**config.mk**
```make
export PLATFORM = sky130hd
export DESIGN_NAME = pwr_mode_ctrl
export DESIGN_NICKNAME = d
export VERILOG_FILES = /design/src/rtl/pwr_mode_pkg.sv /design/src/rtl/pwr_mode_satcnt.sv /design/src/rtl/pwr_mode_dp.sv /design/src/rtl/pwr_mode_fsm.sv /design/src/rtl/pwr_mode_ctrl.sv
export SDC_FILE = /design/constraint.sdc
export NUM_CORES = 1
export LEC_CHECK = 0
export ABC_AREA = 1
export ABC_CLOCK_PERIOD_IN_PS = 2290
export BUFFER_PORTS_ARGS = -buffer_cell sky130_fd_sc_hd__buf_2
export CAP_MARGIN = 20
export CORE_MARGIN = 10
export CORE_UTILIZATION = 26
export DETAILED_ROUTE_END_ITERATION = 16
export SLEW_MARGIN = 20
export SYNTH_ARGS = -nofsm -noshare
export SYNTH_HDL_FRONTEND = slang
export SYNTH_SLANG_ARGS = --single-unit
```
**constraint.sdc**
```tcl
create_clock -name clk -period 2.29 [get_ports clk]
set_clock_uncertainty 0.15 [all_clocks]
set_input_delay 0.229 -clock clk [delete_from_list [all_inputs] [get_ports clk]]
set_output_delay 0.229 -clock clk [all_outputs]
set_load 0.02 [all_outputs]
```
**src/rtl/pwr_mode_pkg.sv**
```systemverilog
package pwr_mode_pkg;

  typedef enum logic {
    MODE_ACTIVE = 1'b0,
    MODE_SLEEP  = 1'b1
  } pwr_mode_e;

  // control -> datapath
  typedef struct packed {
    logic busFiltEn;  // bus wake filter may run
    logic holdClr;    // hold-off keep-alive tracking
  } ctrl_strobe_t;

  // datapath -> control
  typedef struct packed {
    logic hvValid;
    logic busValid;
    logic sleepReq;
  } dp_status_t;

endpackage

```
**src/rtl/pwr_mode_satcnt.sv**
```systemverilog
module pwr_mode_satcnt #(
  parameter int LIMIT = 2
) (
  input  logic clk,
  input  logic rst_n,
  input  logic advance,
  input  logic cond,
  input  logic clr,
  output logic hit
);
  localparam int CW = $clog2(LIMIT + 1);
  localparam logic [CW-1:0] LIM = CW'(LIMIT);

  logic [CW-1:0] cnt;

  always_ff @(posedge clk or negedge rst_n) begin
    if (!rst_n) begin
      cnt <= '0;
    end else if (clr) begin
      cnt <= '0;
    end else if (advance) begin
      if (!cond)           cnt <= '0;
      else if (cnt != LIM) cnt <= cnt + CW'(1);
    end
  end

  assign hit = (cnt == LIM);
endmodule

```
**src/rtl/pwr_mode_dp.sv**
```systemverilog
module pwr_mode_dp
  import pwr_mode_pkg::*;
#(
  parameter int HV_DEB_TICKS    = 2,
  parameter int BUS_WAKE_TICKS  = 7,
  parameter int HOLD_DEB_TICKS  = 2,
  parameter int SLEEP_LOW_TICKS = 2
) (
  input  logic         clk,
  input  logic         rst_n,
  input  logic         tick,
  input  logic         hvWakeIn,
  input  logic         hostHoldIn,
  input  logic         busRxIn,
  input  ctrl_strobe_t strobe,
  output dp_status_t   status
);
  localparam int NFILT = 4;
  localparam int LIMS [NFILT] = '{HV_DEB_TICKS, BUS_WAKE_TICKS,
                                  HOLD_DEB_TICKS, SLEEP_LOW_TICKS};

  logic [NFILT-1:0] fCond, fClr, fHit;
  logic holdArmed;

  // 0: wake enable high, 1: bus dominant, 2: keep-alive high, 3: keep-alive low
  assign fCond = {!hostHoldIn, hostHoldIn, !busRxIn, hvWakeIn};
  assign fClr  = {strobe.holdClr, strobe.holdClr, !strobe.busFiltEn, 1'b0};

  for (genvar g = 0; g < NFILT; g++) begin : g_filt
    pwr_mode_satcnt #(.LIMIT(LIMS[g])) cnt_i (
      .clk    (clk),
      .rst_n  (rst_n),
      .advance(tick),
      .cond   (fCond[g]),
      .clr    (fClr[g]),
      .hit    (fHit[g])
    );
  end

  always_ff @(posedge clk or negedge rst_n) begin
    if (!rst_n)               holdArmed <= 1'b0;
    else if (strobe.holdClr)  holdArmed <= 1'b0;
    else if (fHit[2])         holdArmed <= 1'b1;
  end

  assign status.hvValid  = fHit[0];
  assign status.busValid = fHit[1];
  assign status.sleepReq = holdArmed & fHit[3];
endmodule

```
**src/rtl/pwr_mode_fsm.sv**
```systemverilog
module pwr_mode_fsm
  import pwr_mode_pkg::*;
(
  input  logic         clk,
  input  logic         rst_n,
  input  logic         wdTrigOk,
  input  dp_status_t   status,
  output ctrl_strobe_t strobe,
  output logic         regEnOut,
  output logic         battSwEnOut,
  output logic         sleepOut,
  output logic         wakeSrcDiagOut
);
  pwr_mode_e mode;
  logic srcIsBus;
  logic srcShow;

  always_ff @(posedge clk or negedge rst_n) begin
    if (!rst_n) begin
      mode     <= MODE_ACTIVE;
      srcIsBus <= 1'b0;
      srcShow  <= 1'b0;
    end else begin
      case (mode)
        MODE_ACTIVE: begin
          if (wdTrigOk)        srcShow <= 1'b0;
          if (status.sleepReq) mode    <= MODE_SLEEP;
        end
        MODE_SLEEP: begin
          if (status.hvValid) begin
            mode     <= MODE_ACTIVE;
            srcIsBus <= 1'b0;
            srcShow  <= 1'b1;
          end else if (status.busValid) begin
            mode     <= MODE_ACTIVE;
            srcIsBus <= 1'b1;
            srcShow  <= 1'b1;
          end
        end
        default: mode <= MODE_ACTIVE;
      endcase
    end
  end

  always_comb begin
    strobe.busFiltEn = (mode == MODE_SLEEP);
    strobe.holdClr   = (mode == MODE_SLEEP);
  end

  assign sleepOut       = (mode == MODE_SLEEP);
  assign regEnOut       = (mode == MODE_ACTIVE);
  assign battSwEnOut    = (mode == MODE_ACTIVE);
  assign wakeSrcDiagOut = srcShow & srcIsBus;
endmodule

```
**src/rtl/pwr_mode_ctrl.sv**
```systemverilog
module pwr_mode_ctrl
  import pwr_mode_pkg::*;
#(
  parameter int HV_DEB_TICKS    = 2,
  parameter int BUS_WAKE_TICKS  = 7,
  parameter int HOLD_DEB_TICKS  = 2,
  parameter int SLEEP_LOW_TICKS = 2
) (
  input  logic clk,
  input  logic rst_n,
  input  logic tick,
  input  logic hvWakeIn,
  input  logic hostHoldIn,
  input  logic busRxIn,
  input  logic wdTrigOk,
  output logic regEnOut,
  output logic battSwEnOut,
  output logic sleepOut,
  output logic wakeSrcDiagOut
);
  ctrl_strobe_t strobe;
  dp_status_t   stat;

  pwr_mode_dp #(
    .HV_DEB_TICKS   (HV_DEB_TICKS),
    .BUS_WAKE_TICKS (BUS_WAKE_TICKS),
    .HOLD_DEB_TICKS (HOLD_DEB_TICKS),
    .SLEEP_LOW_TICKS(SLEEP_LOW_TICKS)
  ) dp_i (
    .clk       (clk),
    .rst_n     (rst_n),
    .tick      (tick),
    .hvWakeIn  (hvWakeIn),
    .hostHoldIn(hostHoldIn),
    .busRxIn   (busRxIn),
    .strobe    (strobe),
    .status    (stat)
  );

  pwr_mode_fsm fsm_i (
    .clk           (clk),
    .rst_n         (rst_n),
    .wdTrigOk      (wdTrigOk),
    .status        (stat),
    .strobe        (strobe),
    .regEnOut      (regEnOut),
    .battSwEnOut   (battSwEnOut),
    .sleepOut      (sleepOut),
    .wakeSrcDiagOut(wakeSrcDiagOut)
  );
endmodule

```
After elaboration in Yosys (flattened, before gate mapping)
Cells that the tools add are included.
Widths: inputs -> output; s select.
Operators by class
  bitwise gates (word level): 3
  reduce and logical (&&, ||, !) cells: 10
  $add $sub $neg: 4
  eq/ne operators: 14
  muxes and demuxes: 25
Operators by type and width (number)
  $mux 2: 10
  $mux 3: 4
  $reduce_and 2->1: 6
  $ne 2x2->1 const B: 5
  $mux 1: 9
  $ne 3x3->1 const B: 3
  $add 2x1->2 const B: 3
  $eq 2x2->1 const B: 3
  $reduce_bool 2->1: 3
  $pmux 1 s2: 2
  $add 3x1->3 const B: 1
  $eq 3x3->1 const B: 1
  $ne 3x1->1 const B: 1
  $reduce_bool 3->1: 1
  $and 1x1->1: 2
  $ne 2x1->1 const B: 1
  $not 1->1: 1
Storage, ports and cells
  output and inout bits: 4
  input port bits: 7
  logic and storage cells: 64
  register bits: 13

Longest topological paths before layout
Gate-level depths: netlist of the first run.
  word-level depth: 5
  depth in mapped cells: 6

Hierarchy
A second synthesis of the first run with hierarchy kept.
Second synthesis, totals
  cell total of the unflattened synthesis: 104
  area total of the unflattened synthesis: 835.8 µm²
By module, submodules not included
  pwr_mode_satcnt (dp_i.g_filt[0].cnt_i ...): instances 3, seq. area each 50.0 µm², area each 138.9 µm², cells an instance 17
  pwr_mode_satcnt (dp_i.g_filt[1].cnt_i): instances 1, seq. area each 75.1 µm², area each 188.9 µm², cells an instance 24
  pwr_mode_fsm: instances 1, seq. area each 75.1 µm², area each 160.2 µm², cells an instance 18
  pwr_mode_dp: instances 1, seq. area each 25.0 µm², area each 70.1 µm², cells an instance 11

Least setup slack after synthesis of the first run
OpenSTA, ideal clock, no wires.
  path type: flip-flop to flip-flop
  from: register dp_i.g_filt[1].cnt_i.cnt[0]
  to: register fsm_i.srcIsBus
  buffers on the path: 0
  slack: 932 ps
  setup time: 129 ps
  data arrival time: 1079 ps
  stages on the path, launching flop included: 5
  path through: dfrtp_1 -> ha_1 -> ha_1 -> o21ai_1 -> o21ai_0
Between the ends
  longest elaborated chain between the ends: 3
RTL lines
  start: declaration: line pwr_mode_satcnt.sv:14  | logic [CW-1:0] cnt;
  start signal: assignment: line pwr_mode_satcnt.sv:23  | else if (cnt != LIM) cnt <= cnt + CW'(1);
  $eq 3x3->1: line pwr_mode_satcnt.sv:27  | assign hit = (cnt == LIM);
  $reduce_bool 2->1 (no line)
  $reduce_and 2->1 (no line)
  end signal: assignment: line pwr_mode_fsm.sv:21  | srcIsBus <= 1'b0;
  end signal: assignment: line pwr_mode_fsm.sv:32  | srcIsBus <= 1'b0;
  end signal: assignment: line pwr_mode_fsm.sv:36  | srcIsBus <= 1'b1;
  end: declaration: line pwr_mode_fsm.sv:15  | logic srcIsBus;
Every way passes these cells.
A chain may end at the register's enable or synchronous reset.

Final worst setup path of the first run
  from: register fsm_i.mode (netlist: fsm_i.sleepOut)
  to: output port regEnOut
Between the ends
  longest elaborated chain between the ends: 1
RTL lines
  start: declaration: line pwr_mode_fsm.sv:14  | pwr_mode_e mode;
  start signal: assignment: line pwr_mode_fsm.sv:20  | mode <= MODE_ACTIVE;
  start signal: assignment: line pwr_mode_fsm.sv:27  | if (status.sleepReq) mode <= MODE_SLEEP;
  start signal: assignment: line pwr_mode_fsm.sv:31  | mode <= MODE_ACTIVE;
  $not 1->1
  end: declaration: line pwr_mode_ctrl.sv:16  | output logic regEnOut,
Every way passes these cells.

==> results of run 1 <==
==> registers in the layout, summed over array words and instances, names as in the netlist <==
name / count
dp_i.g_filt.cnt_i.cnt: 9
fsm_i.srcIsBus: 1
fsm_i.sleepOut: 1
fsm_i.srcShow: 1
dp_i.holdArmed: 1
==> per-layer routing <==
| metal | wire length, um | GRT usage (%) | up-vias |
|---|---|---|---|
| met5 | 0 | 0 | - |
| met4 | 50 | 5.161 | 0 |
| met3 | 43 | 0.8264 | 5 |
| met2 | 625 | 8.725 | 14 |
| met1 | 659 | 6.651 | 273 |
| li1 | - | - | 301 |
==> path summary, 6_finish.rpt <==
check / start / to
min: wdTrigOk / fsm_i.srcShow
max reg2reg: dp_i.g_filt[1].cnt_i.cnt[0] / fsm_i.srcShow
max in group asynchronous: rst_n / dp_i.g_filt[3].cnt_i.cnt[1]
max: fsm_i.sleepOut / regEnOut
min reg2reg: dp_i.g_filt[1].cnt_i.cnt[1] / dp_i.g_filt[1].cnt_i.cnt[1]
min in group asynchronous: rst_n / dp_i.g_filt[0].cnt_i.cnt[0]
==> cells in the final DEF, fill, tap and decap left out, drive strengths merged <==
master and instances:
nand3 5, nor2 6, ha 5, buf 10
dlygate4sd3 1, nand2 30, clkbuf 4, o21ai 4
inv 12, nand4 7, o31ai 1, dfrtp 13
==> metrics by stage <==
step                hold WS, ns  util [%]
global route             0.1070     32.13
CTS                     0.07814     32.13
floorplan               -0.2166         -
detailed placement     -0.01749     30.68
global placement       -0.02418     30.68
finish                  0.08076     32.13
==> logic make-up (layout without fill, tap and decap cells) <==
logic type,after synthesis,after routing
buffers and inverters,13,27
AO/OA/AOI/OAI,5,5
flip-flops,13,13
adder cells (fa/ha/maj),5,5
AND/OR/NAND/NOR,48,48
==> layout make-up <==
cell class | instances | area [sq um] | share of cell area [%]
well taps | 30 | 37.54 | 4.673
flip-flops and latches | 13 | 325.3 | 40.50
clock buffers | 4 | 26.28 | 3.271
inverters | 12 | 45.04 | 5.607
multi-input cells | 58 | 309.0 | 38.47
repair buffers | 11 | 60.06 | 7.477
==> worst reg2reg max path, delay by kind of cell, from the launching register on <==
kind	cells	cell delay, ns
simple gates	2	0.20
compound gates	1	0.25
fa+ha+maj	2	0.45
flops	1	0.40
==> power groups by stage <==
| stage | clock [mW] | combinational [mW] | sequential (mW) |
|---|---|---|---|
| 2_1_floorplan | 0 | 0.190 | 0.340 |
| 3_3_place_gp | 0 | 0.248 | 0.338 |
| 3_5_place_dp | 0 | 0.259 | 0.343 |
| 4_1_cts | 0.146 | 0.263 | 0.338 |
| 5_1_grt | 0.155 | 0.301 | 0.348 |
| 6_report | 0.140 | 0.258 | 0.338 |
==> what timing repair did <==
| item | CTS | global route |
|---|---|---|
| gates resized for setup | 0 | 0 |
| hold endpoints to repair | 13 | 0 |
| hold buffers | 1 | 0 |
| buffers inserted | 0 | 0 |
==> results.toml, run 1 <==
[critical_path]
reg2reg_slack_ns = 0.79
critPathArrivalTime_ns = 1.15
path_depth = 2
crit_path_cell_trace = "inv_2, buf_2"
path_class = "reg -> out"
crit_required_ns = 1.91
path_max_fanout = 10
cp-start-kind = "flop"
critical_path_buf_inv_count = 2
reg2reg_depth = 5
worst_path_max_delay_cell = "dfrtp_1"
setup.worst_path.end_class = "primary output"
critPathTopFamily = "flip-flops"
slowest_delay_ns = 0.46

[yosys]
yosys_register_bits = 13
ys_seq_area_share_pct = 47.36
synth_xor_area_share_pct = 0
syn_avg_cell_area_sq_um = 8.177
syn-num-nets = 96
ys.warnings.count = 0
synth_cells = 84
synth.most_common_cell = "nand2_1"
yosys-top-cells-area = "dfrtp_1 (47%), nand2_1 (16%), ha_1 (9.1%)"
yosysTopAreaCellShare_pct = 47.36
synth_fa_ha_area_share_pct = 9.107
synth_top_family_by_area = "simple AND/OR/NAND/NOR gates"
synth-simple-area-share_pct = 31.88
netlist_area_sq_um = 686.9
synth_edf_count = 0
synth_compound_area_share_pct = 4.007
synthTopCellsByCount = "nand2_1 (29), dfrtp_1 (13), inv_1 (11)"
synthArstFlopShare_pct = 100.0
synth_area_leader_cell = "dfrtp_1"
muxShareOfSynthArea_pct = 0
yosys_most_used_dff = "dfrtp_1"
synth.distinct_cells = 14

[worst_hold_path]
hold_depth = 4
hold_class = "in -> reg"

[pwr]
total_power_mw = 0.7369
p_comb_share_pct = 35.1
ir_drop_v = 0.0004504
p_clk_share_pct = 19.1
seqPwrFrac_pct = 45.9
leakage_nw = 0.4516
swShare_pct = 38.46
switchingPower_mw = 0.2834
power_density_nw_per_um2 = 917.4
p_int_mw = 0.4535

[timing]
max_slew_margin_pct = 80.41
tns_ns = 0
tightest_slew_ns = 0.2939
grt_setup_unrepaired = "false"
timing.fmax_mhz = 653.5
period_share_pct = 66.82
hold_viol = 0
setup_viol = 0
setup_slack_ns = 0.7599
finalMaxSlewViolations = 0
fin_crit_ns = 1.530

[status]
status = "finished, final reports clean"

[floorplan]
rows = 18
initial_utilization_pct = 27.48
fp.dieArea_sq_um = 5098
die_width_um = 71.40
core_area_sq_um = 2500
io_pins = 11
dieHeight_um = 71.40

[route]
routedWlPerCell_um = 10.77
drtAntennaViolNets = 0
firstDrtPassIters = 4
vias_per_cell = 4.633
vias = 593
drc = 0
drtIter0Drc = 19
wl_um = 1378

[global_route]
grt_max_degree = 14
overflow = 0
grt_pass1_vias = 588
grt_pass1_wl_um = 2415
grtUsageTotal_pct = 5.686
antenna_found_initial = 0

[clocking]
worstSkewPairLatency_ns = 0.27
cts_buffer_depth = 2
cts_sinks = 13
cts_tree = "built"
cts-root-buf = "clkbuf_4"
cts_buffers = 3
path_clk_slew_ns = 0.08
h-tree-depth = 1

[final_layout]
fin_nets = 111
antennaDiodeCount = 0
layout-area-overhead-vs-synth_pct = 16.94
drive_gt1_share_pct = 16.33
finalNonFillerCells = 128
stdcell_area_sq_um = 803.3
n_fill_cell = 266

[job]
maxCapViolCount = 0

[place]
dpl_cell_area_sq_um = 767.0
placed_cells = 123
routabilityCongestion = 0.7689
io_buffers = 10
dp_hpwl_um = 1104
dp_worst_setup_slack_ns = 0.8149
Note: power is estimated with default switching activity, not from simulation.
==> inputs of run 2 (changes only) <==
--- a/config.mk
+++ b/config.mk
@@ -5,8 +5,8 @@
 export SDC_FILE = /design/constraint.sdc
 export NUM_CORES = 1
 export LEC_CHECK = 0
-export ABC_AREA = 1
-export ABC_CLOCK_PERIOD_IN_PS = 2290
+export ABC_AREA = 0
+export ABC_CLOCK_PERIOD_IN_PS = 1430
 export BUFFER_PORTS_ARGS = -buffer_cell sky130_fd_sc_hd__buf_2
 export CAP_MARGIN = 20
 export CORE_MARGIN = 10
==> constraint.sdc (replaced) <==
create_clock -name clk -period 1.43 [get_ports clk]
set_clock_uncertainty 0.15 [all_clocks]
set_input_delay 0.143 -clock clk [delete_from_list [all_inputs] [get_ports clk]]
set_output_delay 0.143 -clock clk [all_outputs]
set_load 0.02 [all_outputs]
==> run 2 against run 1 <==
Net effect: the run now ends with negative setup slack left; highest routed layer is now met3; design area up 22%; global-route usage up 0.67 points; die area is 0.66% lower; largest cell class is now multi-input gates; sequential cell count unchanged; combinational power rose by 140%; critical path depth grew 4; sequential share of layout area shrank 7.1 points; cell count is 3.9% lower; register-to-register slack got worse by 0.90 ns; non-clock buffer count grew 13.
==> results.toml, run 2 <==
[critical_path]
setup.worst_path.end_class = "flop"
reg2reg_slack_ns = -0.11
cp-start-kind = "flop"
path_max_fanout = 3
path_class = "reg -> reg"
critPathArrivalTime_ns = 1.56
reg2reg_depth = 6
crit_required_ns = 1.44
critPathLaunch = "dp_i.g_filt[1].cnt_i.cnt[0]"
r2r_end = "dp_i.g_filt[1].cnt_i.cnt[1]"
r2r-start = "dp_i.g_filt[1].cnt_i.cnt[0]"

[clocking]
cts_tree = "built"
cts_buffer_depth = 2
worstSkewPairLatency_ns = 0.28
cts-root-buf = "clkbuf_4"
cts_sinks = 13
hold_buffers = 4
h-tree-depth = 1
cts_buffers = 3
path_clk_slew_ns = 0.09

[job]
maxCapViolCount = 0

[yosys]
synth_area_leader_cell = "dfrtp_1"
synth_edf_count = 0
syn-num-nets = 81
yosys-top-cells-area = "dfrtp_1 (48%), ha_1 (9.2%), o31ai_1 (5.5%)"
ys_seq_area_share_pct = 47.79
yosys_register_bits = 13
synthTopCellsByCount = "dfrtp_1 (13), a21oi_1 (6), nand2_1 (6)"
synth.distinct_cells = 28
synthArstFlopShare_pct = 100.0
yosysTopAreaCellShare_pct = 47.79
synth.most_common_cell = "dfrtp_1"
ys.warnings.count = 0
netlist_area_sq_um = 680.7
syn_avg_cell_area_sq_um = 9.865
yosys_most_used_dff = "dfrtp_1"
synth_cells = 69

[global_route]
overflow = 0
grtUsageTotal_pct = 6.357
antenna_found_initial = 0
grt_pass1_wl_um = 2656
grt_pass1_vias = 595
grt_max_degree = 14

[timing]
max_slew_margin_pct = 79.27
hold_viol = 0
fin_crit_ns = 1.544
setup_viol = 5
setup_slack_ns = -0.1144
finalMaxSlewViolations = 0
grt_setup_unrepaired = "true"
tightest_slew_ns = 0.3069
timing.fmax_mhz = 647.5
period_share_pct = 108.0

[worst_hold_path]
hold_class = "in -> reg"
hold_depth = 3
holdPathEnd = "dp_i.g_filt[1].cnt_i.cnt[2]"
hold_start = "busRxIn"

[route]
routedWlPerCell_um = 14.00
vias = 629
wl_um = 1722
drtAntennaViolNets = 0
drc = 0
drtIter0Drc = 23
wl_met3_um = 50
wl_met1_um = 813
met2_wirelength_um = 858
firstDrtPassIters = 4
routed.top_layer = "met3"
vias_per_cell = 5.114

[floorplan]
initial_utilization_pct = 27.47
core_area_sq_um = 2477
io_pins = 11
fp.dieArea_sq_um = 5064
die_width_um = 71.17
dieHeight_um = 71.17
rows = 18

[place]
io_buffers = 10
dp_hpwl_um = 1166
routabilityCongestion = 0.7633
placed_cells = 110

[final_layout]
final_cell_mix = "dfrtp_1 (12), buf_2 (10), buf_4 (9)"
antennaDiodeCount = 0
finalNonFillerCells = 123
regMostFlops = "dp_i.g_filt.cnt_i.cnt"
drive_gt1_share_pct = 41.94
fin_nets = 106
largest_reg_flops = 9
final_common_cell = "dfrtp_1"
layout-area-overhead-vs-synth_pct = 43.75

[pwr]
ir_drop_v = 0.001162
power_density_nw_per_um2 = 1440
leakage_nw = 0.4270
total_power_mw = 1.409

[status]
status = "finished with violations"
violations = "negative setup slack"
run 2: changes by cell type in the layout (fill, tap and decap cells not counted), sizes merged, moves of 3 or more:
cell         change
o21ai            -3
nand3            -3
nor2             -3
buf             +10
nand4            -7
nand3b           +3
nand2           -24
o31ai            +4
dlygate4sd3      +3
a21oi            +6
inv              -7
run 2: where the power goes:
group / internal (mW) / total (mW) / switching, mW
Sequential: 0.472 / 0.560 / 0.0879
Clock: 0.104 / 0.234 / 0.130
Combinational: 0.284 / 0.616 / 0.332
run 2: cells by family after synthesis:
kind of cell    after synthesis  share of synthesized area (%)
flops                        13                          47.79
simple gates                 22                          17.65
fa+ha+maj                     5                          9.191
buf+inv                       9                          5.697
compound gates               20                          19.67
run 2: per-layer routing:
layer | global-route usage, % | vias to the layer above
li1 | - | 303
met1 | 7.874 | 305
met2 | 10.10 | 21
met3 | 1.674 | 0
met4 | 2.581 | 0
met5 | 0 | -
run 2: timing repair:
item,CTS,global route
gates resized for setup,4,13
setup buffers,3,2
pin swaps,4,1
setup endpoints to repair,7,12
cloned,0,0
hold endpoints to repair,17,1
run 2: stage by stage:
step	hold slack, ns	utilization, %	setup WS, ns	TNS, ns	area [sq um]
detailed placement	-0.09844	31.97	-0.1167	-0.1437	792.0
global placement	-0.1003	31.97	-0.07706	-0.07706	792.0
finish	0.01182	39.49	-0.1144	-0.3479	978.4
CTS	-0.0004997	36.36	-0.1280	-0.4060	900.9
floorplan	-0.3026	-	-0.1649	-0.2932	696.9
global route	-0.001036	39.49	-0.1918	-0.7114	978.4
run 2: how the worst max path moves through the flow:
stage / end / slack, ns
after CTS: dp_i.g_filt[1].cnt_i.cnt[0] / -0.13
after floorplan: dp_i.g_filt[1].cnt_i.cnt[0] / -0.16
after global routing: dp_i.g_filt[1].cnt_i.cnt[1] / -0.19
after detailed placement: dp_i.g_filt[1].cnt_i.cnt[0] / -0.12
after global placement: dp_i.g_filt[1].cnt_i.cnt[0] / -0.08
final: dp_i.g_filt[1].cnt_i.cnt[1] / -0.11
run 2: area by class of cell:
class | count | area [sq um]
Inverter | 5 | 21.27
Multi-Input combinational cell | 47 | 396.6
Fill cell | 254 | 1499
Tap cell | 30 | 37.54
Sequential cell | 13 | 326.6
Clock buffer | 3 | 22.52
Clock inverter | 1 | 5.005
Timing Repair Buffer | 24 | 168.9
run 2: critical path: stages (launching register included):
cell     delay, ns
dfrtp_1       0.39
ha_2          0.20
ha_4          0.16
buf_4         0.13
and4b_1       0.16
a31oi_1       0.14
o41ai_1       0.10
==> inputs of run 3 (changes only) <==
--- a/config.mk
+++ b/config.mk
@@ -16,3 +16,4 @@
 export SYNTH_ARGS = -nofsm -noshare
 export SYNTH_HDL_FRONTEND = slang
 export SYNTH_SLANG_ARGS = --single-unit
+export TNS_END_PERCENT = 20
==> run 3 against run 2 <==
Net effect: the run still ends with negative setup slack left; sequential cell count is the same; die area is the same; largest cell class unchanged; non-clock buffer count shrank 1; highest routed layer is now met4.
==> results.toml, run 3 (synthesis gave the netlist of run 2 again) <==
[global_route]
antenna_found_initial = 0
grtUsageTotal_pct = 6.889
overflow = 0
grt_max_degree = 14
grt_pass1_wl_um = 2835
grt_pass1_vias = 649

[clocking]
cts_buffer_depth = 2
cts_buffers = 3
cts-root-buf = "clkbuf_4"
cts_sinks = 13
cts_tree = "built"
path_clk_slew_ns = 0.08
h-tree-depth = 1
worstSkewPairLatency_ns = 0.28

[status]
violations = "negative setup slack"
status = "finished with violations"

[critical_path]
setup.worst_path.end_class = "flop"
crit_required_ns = 1.49
cp-start-kind = "flop"
worst_path_max_delay_cell = "or4_1"
path_max_fanout = 5
path_class = "reg -> reg"
reg2reg_depth = 4
r2r_end = "dp_i.g_filt[1].cnt_i.cnt[0]"
slowest_delay_ns = 0.40
crit_path_end = "dp_i.g_filt[1].cnt_i.cnt[0]"
critPathArrivalTime_ns = 1.59
crit_path_cell_trace = "ha_2, ha_4, or4_1, a31oi_1"
reg2reg_slack_ns = -0.1
r2r-start = "dp_i.g_filt[1].cnt_i.cnt[0]"
critPathLaunch = "dp_i.g_filt[1].cnt_i.cnt[0]"

[timing]
hold_viol = 0
tightest_slew_ns = 0.3176
grt_setup_unrepaired = "true"
timing.fmax_mhz = 655.7
whs_ns = 0.04737
setup_slack_ns = -0.09507
period_share_pct = 106.6
fin_crit_ns = 1.525
setup_viol = 4
max_slew_margin_pct = 78.55
finalMaxSlewViolations = 0

[route]
vias_per_cell = 4.992
vias = 609
wl_um = 1706
firstDrtPassIters = 4
routedWlPerCell_um = 13.98
drtIter0Drc = 13
drtAntennaViolNets = 0
drc = 0

[final_layout]
drive_gt1_share_pct = 34.78
largest_reg_flops = 9
final_common_cell = "dfrtp_1"
finalNonFillerCells = 122
n_fill_cell = 255
fin_nets = 105
fin_util_pct = 37.42
final_cell_mix = "dfrtp_1 (12), buf_2 (10), buf_4 (9)"
regMostFlops = "dp_i.g_filt.cnt_i.cnt"
stdcell_area_sq_um = 927.1
antennaDiodeCount = 0
layout-area-overhead-vs-synth_pct = 36.21

[pwr]
leakage_nw = 0.4142
power_density_nw_per_um2 = 1440
ir_drop_v = 0.0009837

[place]
placed_cells = 112
dpl_cell_area_sq_um = 805.8
dp_worst_setup_slack_ns = -0.1066
dp_hpwl_um = 1209
routabilityCongestion = 0.7329
io_buffers = 10

[job]
maxCapViolCount = 0

[floorplan]
rows = 18
dieHeight_um = 71.17
io_pins = 11
core_area_sq_um = 2477
initial_utilization_pct = 27.47
fp.dieArea_sq_um = 5064
die_width_um = 71.17

[worst_hold_path]
hold_class = "in -> reg"
run 3: power breakdown:
part	leakage (nW)	switching [mW]	internal, mW
Sequential	0.173	0.0785	0.472
Clock	0.0150	0.122	0.108
Combinational	0.226	0.306	0.249
Total	0.414	0.507	0.829
run 3: how the worst min path moves through the flow:
stage / end / startpoint / depth (start not counted) / slack (ns)
finish: dp_i.g_filt[0].cnt_i.cnt[0] / tick / 3 / 0.05
global route: dp_i.g_filt[3].cnt_i.cnt[1] / hostHoldIn / 3 / 0.06
CTS: dp_i.g_filt[0].cnt_i.cnt[0] / tick / 3 / 0.04
detailed placement: dp_i.g_filt[0].cnt_i.cnt[0] / rst_n / 1 / -0.10
global placement: fsm_i.srcIsBus / rst_n / 1 / -0.10
floorplan: dp_i.g_filt[0].cnt_i.cnt[0] / rst_n / 0 / -0.30
run 3: layout make-up:
class                      count  area [sq um]  area share (%)
multi-input combinational     47         355.3           38.33
sequential                    13         326.6           35.22
timing repair buffer          23         157.7           17.00
tap                           30         37.54           4.049
clock buffer                   4         26.28           2.834
inverter                       5         23.77           2.564
run 3: metal layers:
layer  track usage, %  part of all wire (%)
met1            7.244                    45
met2            11.47                    48
met3            3.487                   6.3
met4            2.581                  0.82
met5                0                     0
run 3: critical path: cells and delay by family (launching register included):
kind / cells / cell delay, ns
DFF: 1 / 0.39
and+or+nand+nor: 1 / 0.40
adders and majority gates: 2 / 0.37
AOI/OAI and AO/OA: 1 / 0.13
run 3: through the flow:
stage	total power [mW]	TNS, ns
3_3_place_gp	1.004	-0.09022
2_1_floorplan	0.8657	-0.7024
6_report	1.336	-0.2232
5_1_grt	1.451	-0.6425
3_5_place_dp	1.036	-0.2110
4_1_cts	1.290	-0.1566
run 3: repair_timing:
| action | 4_1_cts | 5_1_grt |
|---|---|---|
| hold buffers | 4 | 0 |
| pin swaps | 1 | 2 |
| resized for setup | 3 | 6 |
| buffers inserted | 0 | 2 |
| hold endpoints to repair | 18 | 0 |
| setup endpoints to repair | 6 | 11 |
